$ cat src/rtl/slt_pkg.sv
package slt_pkg;

  typedef enum logic [0:0] {
    VICTIM_ROTATE = 1'b0,
    VICTIM_LOWEST = 1'b1
  } victim_e;

  localparam int unsigned MAX_ENTRIES = 64;

  // Index of the lowest set bit; returns 0 for an all-zero vector.
  function automatic int unsigned lowest_set(input logic [MAX_ENTRIES-1:0] vec);
    int unsigned idx;
    idx = 0;
    for (int i = MAX_ENTRIES - 1; i >= 0; i--) begin
      if (vec[i]) idx = i;
    end
    return idx;
  endfunction

endpackage

$ cat src/rtl/slt_match.sv
module slt_match #(
  parameter int unsigned ENTRIES = 8,
  parameter int unsigned TAG_W   = 5,
  parameter int unsigned WADDR_W = 30
) (
  input  logic               clk,
  input  logic               rst,
  input  logic [ENTRIES-1:0] valid_q,
  input  logic [TAG_W-1:0]   tag_q   [ENTRIES],
  input  logic [WADDR_W-1:0] waddr_q [ENTRIES],
  input  logic [TAG_W-1:0]   chk_tag,
  input  logic [TAG_W-1:0]   adv_tag,
  input  logic               st_valid,
  input  logic [WADDR_W-1:0] st_waddr,
  output logic [ENTRIES-1:0] chk_hit,
  output logic [ENTRIES-1:0] adv_hit,
  output logic [ENTRIES-1:0] st_kill
);

  for (genvar e = 0; e < ENTRIES; e++) begin : g_cmp
    assign chk_hit[e] = valid_q[e] && (tag_q[e] == chk_tag);
    assign adv_hit[e] = valid_q[e] && (tag_q[e] == adv_tag);
    assign st_kill[e] = st_valid && valid_q[e] && (waddr_q[e] == st_waddr);
  end

  AST_TAG_UNIQUE_CHK: assert property (@(posedge clk) disable iff (rst) $onehot0(chk_hit));
  AST_TAG_UNIQUE_ADV: assert property (@(posedge clk) disable iff (rst) $onehot0(adv_hit));

endmodule

$ cat src/rtl/slt_alloc.sv
module slt_alloc
  import slt_pkg::*;
#(
  parameter int unsigned ENTRIES = 8,
  parameter victim_e     POLICY  = VICTIM_ROTATE,
  localparam int unsigned IDX_W  = (ENTRIES > 1) ? $clog2(ENTRIES) : 1
) (
  input  logic               clk,
  input  logic               rst,
  input  logic               alloc_req,
  input  logic [ENTRIES-1:0] valid_q,
  input  logic [ENTRIES-1:0] adv_hit,
  output logic [IDX_W-1:0]   alloc_idx
);

  logic             any_hit;
  logic             any_free;
  logic [IDX_W-1:0] hit_idx;
  logic [IDX_W-1:0] free_idx;
  logic [IDX_W-1:0] victim_idx;
  logic             evict;

  assign any_hit  = |adv_hit;
  assign any_free = ~&valid_q;
  assign hit_idx  = IDX_W'(lowest_set(MAX_ENTRIES'(adv_hit)));
  assign free_idx = IDX_W'(lowest_set(MAX_ENTRIES'(~valid_q)));
  assign evict    = alloc_req && !any_hit && !any_free;

  always_comb begin
    if (any_hit)       alloc_idx = hit_idx;
    else if (any_free) alloc_idx = free_idx;
    else               alloc_idx = victim_idx;
  end

  if (POLICY == VICTIM_ROTATE) begin : g_rotate
    logic [IDX_W-1:0] ptr_q;

    always_ff @(posedge clk) begin
      if (rst) begin
        ptr_q <= '0;
      end else if (evict) begin
        if (ptr_q == IDX_W'(ENTRIES - 1)) ptr_q <= '0;
        else                              ptr_q <= ptr_q + 1'b1;
      end
    end

    assign victim_idx = ptr_q;

    AST_PTR_IN_RANGE: assert property (@(posedge clk) disable iff (rst)
      ptr_q <= IDX_W'(ENTRIES - 1));
    AST_PTR_STEPS_ON_EVICT: assert property (@(posedge clk) disable iff (rst)
      !evict |=> $stable(ptr_q));
  end else begin : g_lowest
    assign victim_idx = '0;
  end

endmodule

$ cat src/rtl/slt_entries.sv
module slt_entries #(
  parameter int unsigned ENTRIES = 8,
  parameter int unsigned TAG_W   = 5,
  parameter int unsigned WADDR_W = 30,
  localparam int unsigned IDX_W  = (ENTRIES > 1) ? $clog2(ENTRIES) : 1
) (
  input  logic               clk,
  input  logic               rst,
  input  logic               alloc_en,
  input  logic [IDX_W-1:0]   alloc_idx,
  input  logic [TAG_W-1:0]   alloc_tag,
  input  logic [WADDR_W-1:0] alloc_waddr,
  input  logic [ENTRIES-1:0] kill,
  input  logic               free_en,
  input  logic [IDX_W-1:0]   free_idx,
  output logic [ENTRIES-1:0] valid_q,
  output logic [TAG_W-1:0]   tag_q   [ENTRIES],
  output logic [WADDR_W-1:0] waddr_q [ENTRIES]
);

  logic [ENTRIES-1:0] valid_d;

  // Priority: store kills, then a freeing check, then allocation overrides both.
  always_comb begin
    valid_d = valid_q & ~kill;
    if (free_en)  valid_d[free_idx]  = 1'b0;
    if (alloc_en) valid_d[alloc_idx] = 1'b1;
  end

  always_ff @(posedge clk) begin
    if (rst) valid_q <= '0;
    else     valid_q <= valid_d;
  end

  // Payload arrays carry no reset; they are qualified by valid_q.
  always_ff @(posedge clk) begin
    if (alloc_en) begin
      tag_q[alloc_idx]   <= alloc_tag;
      waddr_q[alloc_idx] <= alloc_waddr;
    end
  end

  AST_ALLOC_SETS_VALID: assert property (@(posedge clk) disable iff (rst)
    alloc_en |=> valid_q[$past(alloc_idx)]);

endmodule

$ cat src/rtl/spec_load_table.sv
module spec_load_table
  import slt_pkg::*;
#(
  parameter int unsigned ADDR_W  = 32,
  parameter int unsigned TAG_W   = 5,
  parameter int unsigned ENTRIES = 8,
  parameter victim_e     POLICY  = VICTIM_ROTATE
) (
  input  logic              clk,
  input  logic              rst,
  input  logic              adv_valid,
  input  logic [TAG_W-1:0]  adv_tag,
  input  logic [ADDR_W-1:0] adv_addr,
  input  logic              st_valid,
  input  logic [ADDR_W-1:0] st_addr,
  input  logic              chk_valid,
  input  logic [TAG_W-1:0]  chk_tag,
  output logic              rsp_valid,
  output logic              rsp_replay
);

  localparam int unsigned WADDR_W = ADDR_W - 2;
  localparam int unsigned IDX_W   = (ENTRIES > 1) ? $clog2(ENTRIES) : 1;

  logic [WADDR_W-1:0] adv_waddr;
  logic [WADDR_W-1:0] st_waddr;
  logic               unused_lowbits;

  assign adv_waddr      = adv_addr[ADDR_W-1:2];
  assign st_waddr       = st_addr[ADDR_W-1:2];
  assign unused_lowbits = ^{adv_addr[1:0], st_addr[1:0]};

  logic [ENTRIES-1:0] valid_q;
  logic [TAG_W-1:0]   tag_q   [ENTRIES];
  logic [WADDR_W-1:0] waddr_q [ENTRIES];
  logic [ENTRIES-1:0] chk_hit;
  logic [ENTRIES-1:0] adv_hit;
  logic [ENTRIES-1:0] st_kill;
  logic [IDX_W-1:0]   alloc_idx;
  logic [IDX_W-1:0]   chk_idx;
  logic               chk_keep;

  slt_match #(
    .ENTRIES (ENTRIES),
    .TAG_W   (TAG_W),
    .WADDR_W (WADDR_W)
  ) u_match (
    .clk      (clk),
    .rst      (rst),
    .valid_q  (valid_q),
    .tag_q    (tag_q),
    .waddr_q  (waddr_q),
    .chk_tag  (chk_tag),
    .adv_tag  (adv_tag),
    .st_valid (st_valid),
    .st_waddr (st_waddr),
    .chk_hit  (chk_hit),
    .adv_hit  (adv_hit),
    .st_kill  (st_kill)
  );

  slt_alloc #(
    .ENTRIES (ENTRIES),
    .POLICY  (POLICY)
  ) u_alloc (
    .clk       (clk),
    .rst       (rst),
    .alloc_req (adv_valid),
    .valid_q   (valid_q),
    .adv_hit   (adv_hit),
    .alloc_idx (alloc_idx)
  );

  // Keep only when an intact entry exists and no store in this cycle hits it.
  assign chk_idx  = IDX_W'(lowest_set(MAX_ENTRIES'(chk_hit)));
  assign chk_keep = chk_valid && (|chk_hit) && !(|(chk_hit & st_kill));

  slt_entries #(
    .ENTRIES (ENTRIES),
    .TAG_W   (TAG_W),
    .WADDR_W (WADDR_W)
  ) u_entries (
    .clk         (clk),
    .rst         (rst),
    .alloc_en    (adv_valid),
    .alloc_idx   (alloc_idx),
    .alloc_tag   (adv_tag),
    .alloc_waddr (adv_waddr),
    .kill        (st_kill),
    .free_en     (chk_keep),
    .free_idx    (chk_idx),
    .valid_q     (valid_q),
    .tag_q       (tag_q),
    .waddr_q     (waddr_q)
  );

  always_ff @(posedge clk) begin
    if (rst) begin
      rsp_valid  <= 1'b0;
      rsp_replay <= 1'b0;
    end else begin
      rsp_valid  <= chk_valid;
      rsp_replay <= chk_valid && !chk_keep;
    end
  end

  // Observation helpers for the properties below.
  logic [ENTRIES-1:0] pres_chk_tag;
  logic [ENTRIES-1:0] pres_st_addr;
  logic [ENTRIES-1:0] pres_adv_pair;
  logic               chk_past_tag_live;
  logic               st_past_addr_live;
  logic               adv_past_pair_live;
  logic [TAG_W-1:0]   chk_tag_d;
  logic [TAG_W-1:0]   adv_tag_d;
  logic [WADDR_W-1:0] st_waddr_d;
  logic [WADDR_W-1:0] adv_waddr_d;

  always_ff @(posedge clk) begin
    chk_tag_d   <= chk_tag;
    adv_tag_d   <= adv_tag;
    st_waddr_d  <= st_waddr;
    adv_waddr_d <= adv_waddr;
  end

  always_comb begin
    for (int e = 0; e < ENTRIES; e++) begin
      pres_chk_tag[e]  = valid_q[e] && (tag_q[e] == chk_tag_d);
      pres_st_addr[e]  = valid_q[e] && (waddr_q[e] == st_waddr_d);
      pres_adv_pair[e] = valid_q[e] && (tag_q[e] == adv_tag_d) && (waddr_q[e] == adv_waddr_d);
    end
  end

  assign chk_past_tag_live  = |pres_chk_tag;
  assign st_past_addr_live  = |pres_st_addr;
  assign adv_past_pair_live = |pres_adv_pair;

  AST_ADV_RECORDED: assert property (@(posedge clk) disable iff (rst)
    adv_valid |=> adv_past_pair_live);
  AST_STORE_CLEARS: assert property (@(posedge clk) disable iff (rst)
    (st_valid && !adv_valid) |=> !st_past_addr_live);
  AST_CHECK_CONSUMES: assert property (@(posedge clk) disable iff (rst)
    (chk_valid && !(adv_valid && adv_tag == chk_tag)) |=> !chk_past_tag_live);
  AST_RSP_IDLE_QUIET: assert property (@(posedge clk) disable iff (rst)
    !rsp_valid |-> !rsp_replay);

endmodule

$ cat config.mk
export PLATFORM = sky130hd
export DESIGN_NAME = spec_load_table
export DESIGN_NICKNAME = d
export VERILOG_FILES = /design/src/rtl/slt_pkg.sv /design/src/rtl/slt_match.sv /design/src/rtl/slt_alloc.sv /design/src/rtl/slt_entries.sv /design/src/rtl/spec_load_table.sv
export SDC_FILE = /design/constraint.sdc
export NUM_CORES = 1
export LEC_CHECK = 0
export ABC_AREA = 1
export BUFFER_PORTS_ARGS = -buffer_cell sky130_fd_sc_hd__buf_2
export CAP_MARGIN = 5
export CORE_MARGIN = 2
export CORE_UTILIZATION = 40
export CTS_CLUSTER_SIZE = 10
export DETAILED_ROUTE_END_ITERATION = 7
export GPL_ROUTABILITY_DRIVEN = 1
export GPL_TIMING_DRIVEN = 0
export PLACE_DENSITY = 0.62
export REMOVE_ABC_BUFFERS = 1
export SLEW_MARGIN = 20
export SYNTH_ARGS = -nofsm -noshare
export SYNTH_HDL_FRONTEND = slang
export SYNTH_HIERARCHICAL = 1
export SYNTH_SLANG_ARGS = --single-unit
$ cat constraint.sdc
create_clock -name clk -period 6.83 [get_ports clk]
set_clock_uncertainty 0.1 [all_clocks]
set_input_delay 0.683 -clock clk [delete_from_list [all_inputs] [get_ports clk]]
set_output_delay 0.683 -clock clk [all_outputs]
set_load 0.05 [all_outputs]
**Yosys cells after proc, flatten, opt, wreduce, memory -nomap -nowiden**

Index checks and enable logic that the tools add are counted.

- Memories kept: 0
- Output and inout port bits: 2
- Bits in latches: 0
- Flip-flop bits (word level): 293
- Bits in writable memories: 0
- Word-level logic and storage cells: 202
- Bits in read-only memories: 0

- Shift-type cells: 0
- Add/subtract/negate cells: 1
- Order comparisons: 6
- Muxes and demuxes: 95
- Equality and inequality tests: 25
- $mul: 0
- Reductions and logical operators: 47
- Divide/modulo/power cells: 0
- Bitwise logic cells: 8

Operator list:

| operator | number |
|---|---|
| 2-to-1 mux 3 bit | 83 |
| bitwise mux 240 bit | 1 |
| equality test 30 bit | 8 |
| demux 30 bit (select 3 bit) | 1 |
| equality test 5 bit | 16 |
| inverter 8 -> 64 bit | 1 |
| bitwise mux 40 bit | 1 |
| logical AND 1 bit | 40 |
| 2-to-1 mux 30 bit | 1 |
| bitwise AND 8 bit | 3 |
| OR reduction 8 bit | 3 |
| 2-to-1 mux 8 bit | 2 |
| inverter 8 bit | 2 |
| demux 5 bit (select 3 bit) | 1 |
| < comparator 3 x 4 -> 1 bit, second input constant | 2 |
| OR 8 bit | 1 |
| AND reduction 8 bit | 1 |
| demux 1 bit (select 3 bit) | 2 |
| greater-or-equal comparator 3 x 1 -> 1 bit, second input constant | 2 |
| 2-to-1 mux 5 bit | 1 |
| greater-or-equal comparator 4 bit, second input constant | 1 |
| < comparator 4 x 1 -> 1 bit, second input constant | 1 |
| inverter 3 -> 4 bit | 1 |
| adder 3 x 1 -> 3 bit, second input constant | 1 |
| 3 further kinds | 6 |

**Depth between registers and ports, before layout**

Gate-level depths: netlist (run 1).

- Depth in word-level cells: 73
- Gate-level depth with buffers: 18

**By module**

The synthesis (run 1) kept the hierarchy.

By module, submodules not included:

| module | seq. area each (sq um) | area an instance (sq um) | cells an instance | instances |
|---|---|---|---|---|
| slt_entries | 8568.2 | 8879.8 | 366 | 1 |
| slt_match | 0.0 | 5674.2 | 1356 | 1 |
| slt_alloc | 60.1 | 369.1 | 60 | 1 |
| spec_load_table | 40.0 | 209.0 | 41 | 1 |

**Worst setup path before layout (run 1)**

OpenSTA, ideal clock, no wires.

- Kind: input -> register
- Start point: input adv_tag[4]
- End point: register u_entries/tag_q[10] (netlist bit), enable pin
- Arrival time: 2.791 ns
- Stages on the path: 14
- Library setup time: 0.390 ns
- Required time: 6.340 ns
- Path buffers: 1
- Slack: 3.549 ns
- Cell sequence: buf_2 > xnor2_1 > o2111ai_1 > nor2_1 > inv_1 > o21ai_0 > a21oi_1 > o21ai_0 > nand2_1 > nand2_1 > nand2_1 > inv_2 > nand2_1 > inv_1

RTL lines:

| item | RTL line | RTL |
|---|---|---|
| from (decl) | spec_load_table.sv:12 | `input logic [TAG_W-1:0] adv_tag,` |
| to (signal, indexed assignment) | slt_entries.sv:38 | `tag_q[alloc_idx] <= alloc_tag;` |
| to (decl) | slt_entries.sv:17 | `output logic [TAG_W-1:0] tag_q [ENTRIES],` |

==> impl_metrics.tcl, run 1 <==
set metrics [dict create \
    first_iter_violations 1218 \
    nNetsFinal 1987 \
    fp.dieW_um 199 \
    regArea_mm2 0.00867 \
    cts_sinks 293 \
    utilization_pct 45.5 \
    synth-edff-count 280 \
    dp_hpwl_um 33900 \
    track_usage_pct 23.7 \
    fin_crit_sh_pct 49.4 \
    ios 81 \
    num_vias 12000 \
    crit_path_max_fanout 19 \
    wl_per_cell_um 19.1 \
    status "finished clean" \
    synthCells 1823 \
    min_period_ns 3.37 \
    cts_tree "done" \
    start_util_pct 40.4 \
    grt_pass1_vias 11200 \
    cp_data_required_time_ns 6.94 \
    num_rows 71 \
    yosysMostFrequentCell "nand2_1" \
    holdPathStages 3 \
    fp.dieH_um 199 \
    arrival_ns 3.49 \
    h-tree-depth 2 \
    place_congestion 0.950 \
    clk_pin_slew_ns 0.06 \
    ys_warn_count 6 \
    drv_cap 0 \
    ys_seq_area_share_pct 57.3 \
    hold_viol 0 \
    cts_buffers 36 \
    antenna_found_initial 0 \
    cts_root_buf "clkbuf_16" \
    syn_area_mm2 0.0151 \
    antenna_cells 0 \
    synthArstFlopShare_pct 0 \
    setup_tns_ns 0 \
    finish.instance_area_mm2 0.0171 \
    grt_max_degree 27 \
    tightest_slew_ns 0.659 \
    dieArea_mm2 0.0394 \
    post-cts-setup-buffers 0 \
    grt_overflow 0 \
    avgSynthCellArea_um2 8.30 \
    synth_top_area_share_pct 55.6 \
    cts_buffer_depth 3 \
    viasPerCell 4.93 \
    clk_latency_ns 0.52 \
    setup_viol 0 \
    synth.largest_area_cell "edfxtp_1" \
    cts_resized 0 \
    synthTopCellsByCount "791 x nand2_1, 306 x inv_1, 280 x edfxtp_1" \
    max_freq_mhz 296 \
    synthFlopType "edfxtp_1" \
    startpoint_type "input pin" \
    area_delta_synth_final_pct 12.7 \
    finalWirelength_um 46500 \
    peakVddDrop_mv 0.193 \
    slew_viol_final 0 \
    critPathKind "in -> reg" \
    placed_area_mm2 0.0161 \
    maxSlewHeadroom_pct 55.6 \
    rsz0062_at_grt "false" \
    ant_nets 0 \
    leakage_uw 0.00771 \
    setup_slack_ns 3.46 \
    grt_pass1_wl_um 67900 \
    drtPass1Iterations 7 \
    p_per_area_mw_per_mm2 236 \
    place.port_buffers 76 \
    ys_top_cells_by_area "edfxtp_1 56%, nand2_1 20%, inv_1 7.6%, nor2_1 4.9%, xnor2_1 2.3%" \
    fill_cells 3695 \
    drive_gt1_share_pct 8.18 \
    place_ws_ns 3.01 \
    end_kind "flop" \
    synth_cell_types 30 \
    rr_worst_depth 15 \
    power_uw 4030 \
    multi_input_area_mm2 0.00502 \
    drc_errors 0 \
    core_area_mm2 0.0375 \
    cts_hold_buf 0 \
    ys_seq_elements 293 \
    holdCritPathClass "in -> reg" \
]
worst paths after layout:
kind                                                from  slack (ns)                                     end
hold reg to reg   u_alloc/g_rotate.ptr_q[1]$_SDFFE_PP0P_        0.39  u_alloc/g_rotate.ptr_q[1]$_SDFFE_PP0P_
setup / recovery                              adv_tag[0]        3.46          u_entries/waddr_q[1]$_DFFE_PP_
hold / removal                                 chk_valid        0.30                    rsp_valid$_SDFF_PP0_
setup reg to reg         u_entries/valid_q[7]$_SDFF_PP0_        3.48          u_entries/waddr_q[1]$_DFFE_PP_
cell usage in the layout (no fill, tap or decap), types with 2 or more instances in the layout:
master,netlist,final
dfxtp_1,13,13
buf_12,0,7
inv_2,10,18
xnor2_1,40,40
a21oi_1,31,31
inv_1,306,298
edfxtp_1,280,280
buf_2,11,76
nor2_2,4,4
clkbuf_1,4,9
clkbuf_16,0,37
nand3_1,12,12
nor2_1,196,196
nand2_1,791,791
nor2_4,4,4
inv_6,0,2
nand4_1,4,4
nand4_2,2,2
o2111ai_1,32,32
ha_1,2,2
nand2_2,4,4
o21ai_1,11,11
clkinv_1,0,3
a21boi_1,2,2
o21ai_0,30,30
xor2_1,5,5
cell type report:
cell class                 count  share of cell area [%]
clock buffer                  46                    5.63
clock inverter                 6                   0.198
sequential                   293                    50.8
inverter                     316                    6.95
timing repair buffer          84                    3.21
tap                          511                    3.75
multi-input combinational   1175                    29.4
kinds of logic after synthesis:
kind of cell	Yosys count	synth area share (%)
AOI/OAI and AO/OA	108	4.42
xor gates and xnor gates	45	2.60
adders and majority gates	2	0.165
buffers and inverters	355	9.54
DFF	293	57.3
and+or+nand+nor	1020	26.0
routing by layer:
layer | up-vias | routed length, um | track usage [%]
met5 | - | 0 | 0
met4 | 0 | 1920 | 9.67
met3 | 93 | 3220 | 3.17
met2 | 462 | 21700 | 39.1
met1 | 5624 | 19600 | 31.5
li1 | 5809 | - | -
flip-flops by register name (all words and copies together) (netlist names):
| name | flops |
|---|---|
| u_entries/waddr_q | 240 |
| u_entries/tag_q | 40 |
| u_entries/valid_q | 8 |
| u_alloc/g_rotate.ptr_q | 3 |
| rsp_replay | 1 |
| rsp_valid | 1 |
power breakdown:
| part | switching, uW | total [uW] | internal (uW) |
|---|---|---|---|
| clock network | 706 | 1680 | 978 |
| logic | 236 | 322 | 86.3 |
| registers | 17.0 | 2030 | 2010 |
| total | 959 | 4030 | 3070 |
per-stage QoR:
step,cells,hold slack (ns)
final,2431,0.303
after global routing,2431,0.325
after CTS,2431,0.288
after detailed placement,2379,0.380
after global placement,2371,0.373
after floorplan,1784,0.352
worst max-delay path, cell delays in order:
cell	delay [ns]
buf_2	0.29
inv_1	0.27
nand2_1	0.12
o2111ai_1	0.12
nor2_1	0.26
inv_1	0.08
o21ai_0	0.17
a21oi_1	0.10
o21ai_0	0.17
nand2_1	0.09
nand2_1	0.14
nand2_1	0.08
inv_2	0.09
nand2_1	0.09
inv_2	0.42
buf_12	0.27
(Power assumes the default switching activity.)
==> run 2: changes to the inputs <==
ABC_AREA = 0   (was 1)
PLACE_DENSITY = 0.64   (was 0.62)
clock period = 2.9 ns   (was 6.83 ns; I/O delays follow)
==> run 2 against run 1 <==
  * The run now ends with setup timing left
  * Worst hold slack got worse by 0.30 ns
  * Die area decreased by 12%
  * Design area decreased by 2.0%
  * Largest cell class unchanged
==> impl_metrics.tcl, run 2 <==
set metrics [dict create \
    status "complete, but fails checks" \
    violations "setup timing" \
    cp_data_required_time_ns 3.02 \
    antenna_cells 0 \
    yosysMostFrequentCell "edfxtp_1" \
    area_delta_synth_final_pct 26.3 \
    cts_buffers 35 \
    synthFlopType "edfxtp_1" \
    p_per_area_mw_per_mm2 574 \
    fp.dieH_um 186 \
    most-common-layout-cells "280 x edfxtp_1, 212 x xor2_1, 102 x xnor2_1" \
    setup_tns_ns -68.36 \
    synthTopCellsByCount "280 x edfxtp_1, 216 x xor2_1, 102 x xnor2_1" \
    holdCritPathClass "in -> reg" \
    h-tree-depth 2 \
    grt_overflow 0 \
    peakVddDrop_mv 0.538 \
    critPathKind "reg -> reg" \
    regMostFlops "u_entries/waddr_q" \
    start_util_pct 40.7 \
    grt_max_degree 22 \
    rsz0062_at_grt "true" \
    cts_sinks 293 \
    grt_pass1_vias 8097 \
    fin_crit_sh_pct 111 \
    leakage_uw 0.00568 \
    drv_cap 0 \
    slew_viol_final 0 \
    placed_area_mm2 0.0142 \
    first_iter_violations 733 \
    synth_cell_types 48 \
    avgSynthCellArea_um2 15.1 \
    ant_nets 0 \
    setup_viol 288 \
    drc_errors 0 \
    ys_seq_area_share_pct 65.5 \
    fp.dieW_um 186 \
    place_inst 1362 \
    ys_seq_elements 293 \
    num_rows 66 \
    min_period_ns 3.22 \
    track_usage_pct 22.1 \
    place_congestion 0.848 \
    antenna_found_initial 0 \
    ys_warn_count 6 \
    startpoint_type "flop" \
    regArea_mm2 0.00867 \
    fin_cells 1492 \
    finish.instance_area_mm2 0.0167 \
    maxSlewHeadroom_pct 49.8 \
    end_kind "flop" \
    nNetsFinal 1121 \
    drive_gt1_share_pct 25.2 \
    dieArea_mm2 0.0346 \
    place.port_buffers 76 \
    cts_buffer_depth 3 \
    syn_area_mm2 0.0132 \
    utilization_pct 51.4 \
    largest_reg_flops 240 \
    num_vias 8190 \
    dp_hpwl_um 23200 \
    core_area_mm2 0.0325 \
    clk_latency_ns 0.51 \
    fill_cells 2678 \
    cts_root_buf "clkbuf_16" \
    wl_per_cell_um 25.9 \
    reg_top3 "u_entries/waddr_q (240), u_entries/tag_q (40), u_entries/valid_q (8)" \
    crit_path_max_fanout 7 \
    grt_pass1_wl_um 54100 \
    synth_top_area_share_pct 63.5 \
    ios 81 \
    hold_viol 0 \
    finalWirelength_um 38700 \
    synthArstFlopShare_pct 0 \
    multi_input_area_mm2 0.00462 \
    synthCells 878 \
    max_freq_mhz 310 \
    final_common_cell "edfxtp_1" \
    setup_slack_ns -0.325 \
    synth.largest_area_cell "edfxtp_1" \
    tightest_slew_ns 0.746 \
    synth-edff-count 280 \
    worst_hold_slack_ns 0.000636 \
    arrival_ns 3.35 \
    viasPerCell 5.49 \
    cts_tree "done" \
    drtPass1Iterations 7 \
    clk_pin_slew_ns 0.05 \
    ys_top_cells_by_area "edfxtp_1 63%, xor2_1 14%, xnor2_1 6.7%, nor4_1 2.7%, dfxtp_1 2.0%" \
]
## run 2: cell types whose count changed in the layout (fill, tap and decap cells not counted), sizes merged, moves of 65 or more
cell	change
nor2	-193
nor4	+65
nand2	-783
xor2	+212
inv	-310
buf	+66
## run 2: metrics by stage
step / power, uW / setup WS [ns]
after global routing: 9870 / -0.404
after CTS: 9580 / -0.307
after floorplan: 5200 / -1.28
final: 9590 / -0.325
after detailed placement: 5600 / -1.17
after global placement: 5550 / -3.60
## run 2: cell type report
| cell class | count | area share (%) |
|---|---|---|
| inverters | 7 | 0.157 |
| flip-flops and latches | 293 | 51.8 |
| repair buffers | 168 | 11.3 |
| clock buffers | 43 | 5.54 |
| well taps | 442 | 3.31 |
| multi-input cells | 535 | 27.6 |
| clock inverters | 4 | 0.195 |
## run 2: metal layers
| metal | share of wire, % | global-route usage (%) | vias up |
|---|---|---|---|
| met5 | 0 | 0 | - |
| met4 | 2.6 | 6.33 | 0 |
| met3 | 8.2 | 4.25 | 68 |
| met2 | 48 | 36.3 | 351 |
| met1 | 42 | 30.0 | 4206 |
| li1 | - | - | 3565 |
## run 2: power by group
group	internal, uW	switching [uW]	total, uW
registers	4760	49.9	4810
clock network	2230	1620	3850
logic	386	546	932
total	7380	2220	9590
## run 2: kinds of logic after synthesis
kind of cell	after synthesis	synth area share, %
adders and majority gates	2	0.189
and+or+nand+nor	179	8.88
AOI/OAI and AO/OA	35	1.84
DFF	293	65.5
xor gates and xnor gates	319	21.2
buffers and inverters	50	2.47
## run 2: final timing paths
path	from	endpoint	slack (ns)	cells after the start
max reg2reg	u_entries/tag_q[27]$_DFFE_PP_	u_entries/waddr_q[48]$_DFFE_PP_	-0.32	14
min reg2reg	u_alloc/g_rotate.ptr_q[2]$_SDFFE_PP0P_	u_alloc/g_rotate.ptr_q[2]$_SDFFE_PP0P_	0.41	2
max	u_entries/tag_q[27]$_DFFE_PP_	u_entries/waddr_q[48]$_DFFE_PP_	-0.32	14
min	adv_addr[18]	u_entries/waddr_q[226]$_DFFE_PP_	0.0006	1
## run 2: what timing repair did
| item | in CTS | in global routing |
|---|---|---|
| cloned | 18 | 8 |
| endpoints found under the setup margin | 288 | 288 |
| pin swaps | 17 | 17 |
| hold buffers | 10 | 0 |
| buffers inserted | 53 | 9 |
| gates resized for setup | 53 | 47 |
| endpoints found under the hold margin | 64 | 0 |
## run 2: critical path, stage by stage, from the launching register on
cell and delay [ns]:
edfxtp_1 0.44, xor2_2 0.19, nor4_4 0.36, and3_4 0.26
or4_4 0.13, and2b_2 0.21, o311ai_2 0.07, o22ai_1 0.13
buf_4 0.16, nand2b_4 0.16, buf_6 0.13, buf_6 0.12
nor2_4 0.15, buf_12 0.17, buf_12 0.14
==> run 3: changes to the inputs <==
CORE_MARGIN = unset   (was 2)
==> run 3 against run 2 <==
  * The run still ends with setup timing left
  * Design area fell by 2.2%
  * Highest routed layer is now met5
  * Setup slack better by 0.068 ns
  * Worst hold slack better by 0.0087 ns
  * Maximum frequency grew 2.2%
  * Clock-buffer cell count decreased by 5
==> impl_metrics.tcl, run 3 (synthesis gave the netlist of run 2 again) <==
set metrics [dict create \
    cts_tree "done" \
    max_freq_mhz 317 \
    grt_pass1_wl_um 51000 \
    wl_met2_um 18100 \
    placed_area_mm2 0.0142 \
    wl_met1_um 15700 \
    p_clk_share_pct 40.3 \
    cts_sinks 293 \
    reg_top3 "u_entries/waddr_q (240), u_entries/tag_q (40), u_entries/valid_q (8)" \
    clk_latency_ns 0.53 \
    cts_buffers 35 \
    tightest_slew_ns 0.653 \
    pwr-share-seq_pct 50.2 \
    core_area_mm2 0.0325 \
    ios 81 \
    fill_cells 2774 \
    fin_crit_sh_pct 109 \
    pwr-share-comb_pct 9.5 \
    slew_viol_final 0 \
    clk_pin_slew_ns 0.05 \
    cp_data_required_time_ns 3.02 \
    drv_cap 0 \
    ant_nets 0 \
    routed.top_layer "met5" \
    grt_pass1_vias 7698 \
    critPathKind "reg -> reg" \
    rsz0062_at_grt "true" \
    crit_path_max_fanout 14 \
    p_switching_uw 2200 \
    wl_met3_um 2360 \
    drc_errors 0 \
    fp.dieH_um 184 \
    dp_hpwl_um 23300 \
    place.port_buffers 76 \
    area_delta_synth_final_pct 23.5 \
    grt_overflow 0 \
    cts_root_buf "clkbuf_16" \
    fp.dieW_um 184 \
    nNetsFinal 1110 \
    status "complete, but fails checks" \
    holdCritPathClass "in -> reg" \
    utilization_pct 50.3 \
    drtPass1Iterations 5 \
    cts_buffer_depth 3 \
    regArea_mm2 0.00867 \
    num_rows 66 \
    regMostFlops "u_entries/waddr_q" \
    wl_per_cell_um 25.3 \
    finish.instance_area_mm2 0.0164 \
    p_int_uw 7380 \
    antenna_cells 0 \
    arrival_ns 3.28 \
    multi_input_area_mm2 0.00457 \
    hold_viol 0 \
    num_vias 8020 \
    violations "setup timing" \
    start_util_pct 40.7 \
    p_per_area_mw_per_mm2 586 \
    track_usage_pct 21.3 \
    first_iter_violations 805 \
    h-tree-depth 2 \
    setup_slack_ns -0.257 \
    maxSlewHeadroom_pct 56.1 \
    leakage_uw 0.00551 \
    finalWirelength_um 37300 \
    setup_viol 275 \
    viasPerCell 5.44 \
    final_common_cell "edfxtp_1" \
    drive_gt1_share_pct 23.4 \
    startpoint_type "flop" \
    largest_reg_flops 240 \
    antenna_found_initial 2 \
    dieArea_mm2 0.0338 \
    grt_max_degree 22 \
    place_congestion 0.842 \
    min_period_ns 3.16 \
    end_kind "flop" \
    most-common-layout-cells "280 x edfxtp_1, 214 x xor2_1, 102 x xnor2_1" \
    peakVddDrop_mv 0.487 \
    power.share.switching_pct 23.0 \
]
run 3: changes by cell type in the layout (fill, tap and decap cells not counted), sizes merged:
cell	previous run	this run
buf	150	128
bufinv	0	1
clkbuf	51	49
clkinv	3	0
dlygate4sd3	10	18
inv	8	9
run 3: path summary, 6_finish.rpt:
| check | start | end | slack (ns) | depth (start not counted) |
|---|---|---|---|---|
| hold / removal | adv_addr[8] | u_entries/waddr_q[66]$_DFFE_PP_ | 0.009 | 1 |
| hold reg to reg | u_alloc/g_rotate.ptr_q[2]$_SDFFE_PP0P_ | u_alloc/g_rotate.ptr_q[2]$_SDFFE_PP0P_ | 0.41 | 2 |
| setup / recovery | u_entries/tag_q[39]$_DFFE_PP_ | u_entries/waddr_q[25]$_DFFE_PP_ | -0.26 | 13 |
| setup reg to reg | u_entries/tag_q[39]$_DFFE_PP_ | u_entries/waddr_q[25]$_DFFE_PP_ | -0.26 | 13 |
run 3: power groups by stage:
stage	registers (uW)	clock network (uW)	logic, uW
after floorplan	4890	0	301
after global placement	4900	0	651
after detailed placement	4890	0	695
after CTS	4810	3920	818
after global routing	4810	4110	956
final	4810	3860	913
run 3: timing repair:
action | CTS | global route
setup endpoints to repair | 288 | 289
cloned | 4 | 10
resized for setup | 26 | 49
pin swaps | 17 | 12
endpoints found under the hold margin | 127 | 0
setup buffers | 37 | 6
hold buffers | 18 | 0
run 3: layout make-up:
class,count,share of cell area [%]
Tap cell,442,3.38
Timing Repair Buffer,157,9.70
Multi-Input combinational cell,535,28.0
Sequential cell,293,53.0
Clock inverter,3,0.360
Inverter,7,0.161
Clock buffer,38,5.43
run 3: worst max-delay path, cell delays in order, from the launching register on:
cell       delay (ns)
edfxtp_1         0.42
xor2_1           0.23
nor4_2           0.09
and3_4           0.18
or4_4            0.51
and2b_2          0.24
o311ai_4         0.10
o22ai_2          0.19
buf_4            0.14
nand2_4          0.06
buf_4            0.16
nor2_4           0.10
clkbuf_16        0.18
buf_12           0.16
run 3: through the flow:
step                      power (uW)  std cells  TNS, ns  setup slack, ns  hold slack [ns]
after floorplan                 5200        835  -326.10            -1.28            0.259
after global placement          5550       1353  -917.45            -3.74            0.392
after detailed placement        5590       1363  -265.86            -1.17            0.393
after CTS                       9540       1463   -61.72           -0.316          0.00962
after global routing            9880       1475   -62.34           -0.329           0.0100
final                           9580       1475   -40.97           -0.257          0.00930
run 3: layer usage:
metal	global-route usage, %	up-vias
met5	0	-
met4	8.10	4
met3	3.23	63
met2	35.4	314
met1	28.1	4111
li1	-	3528
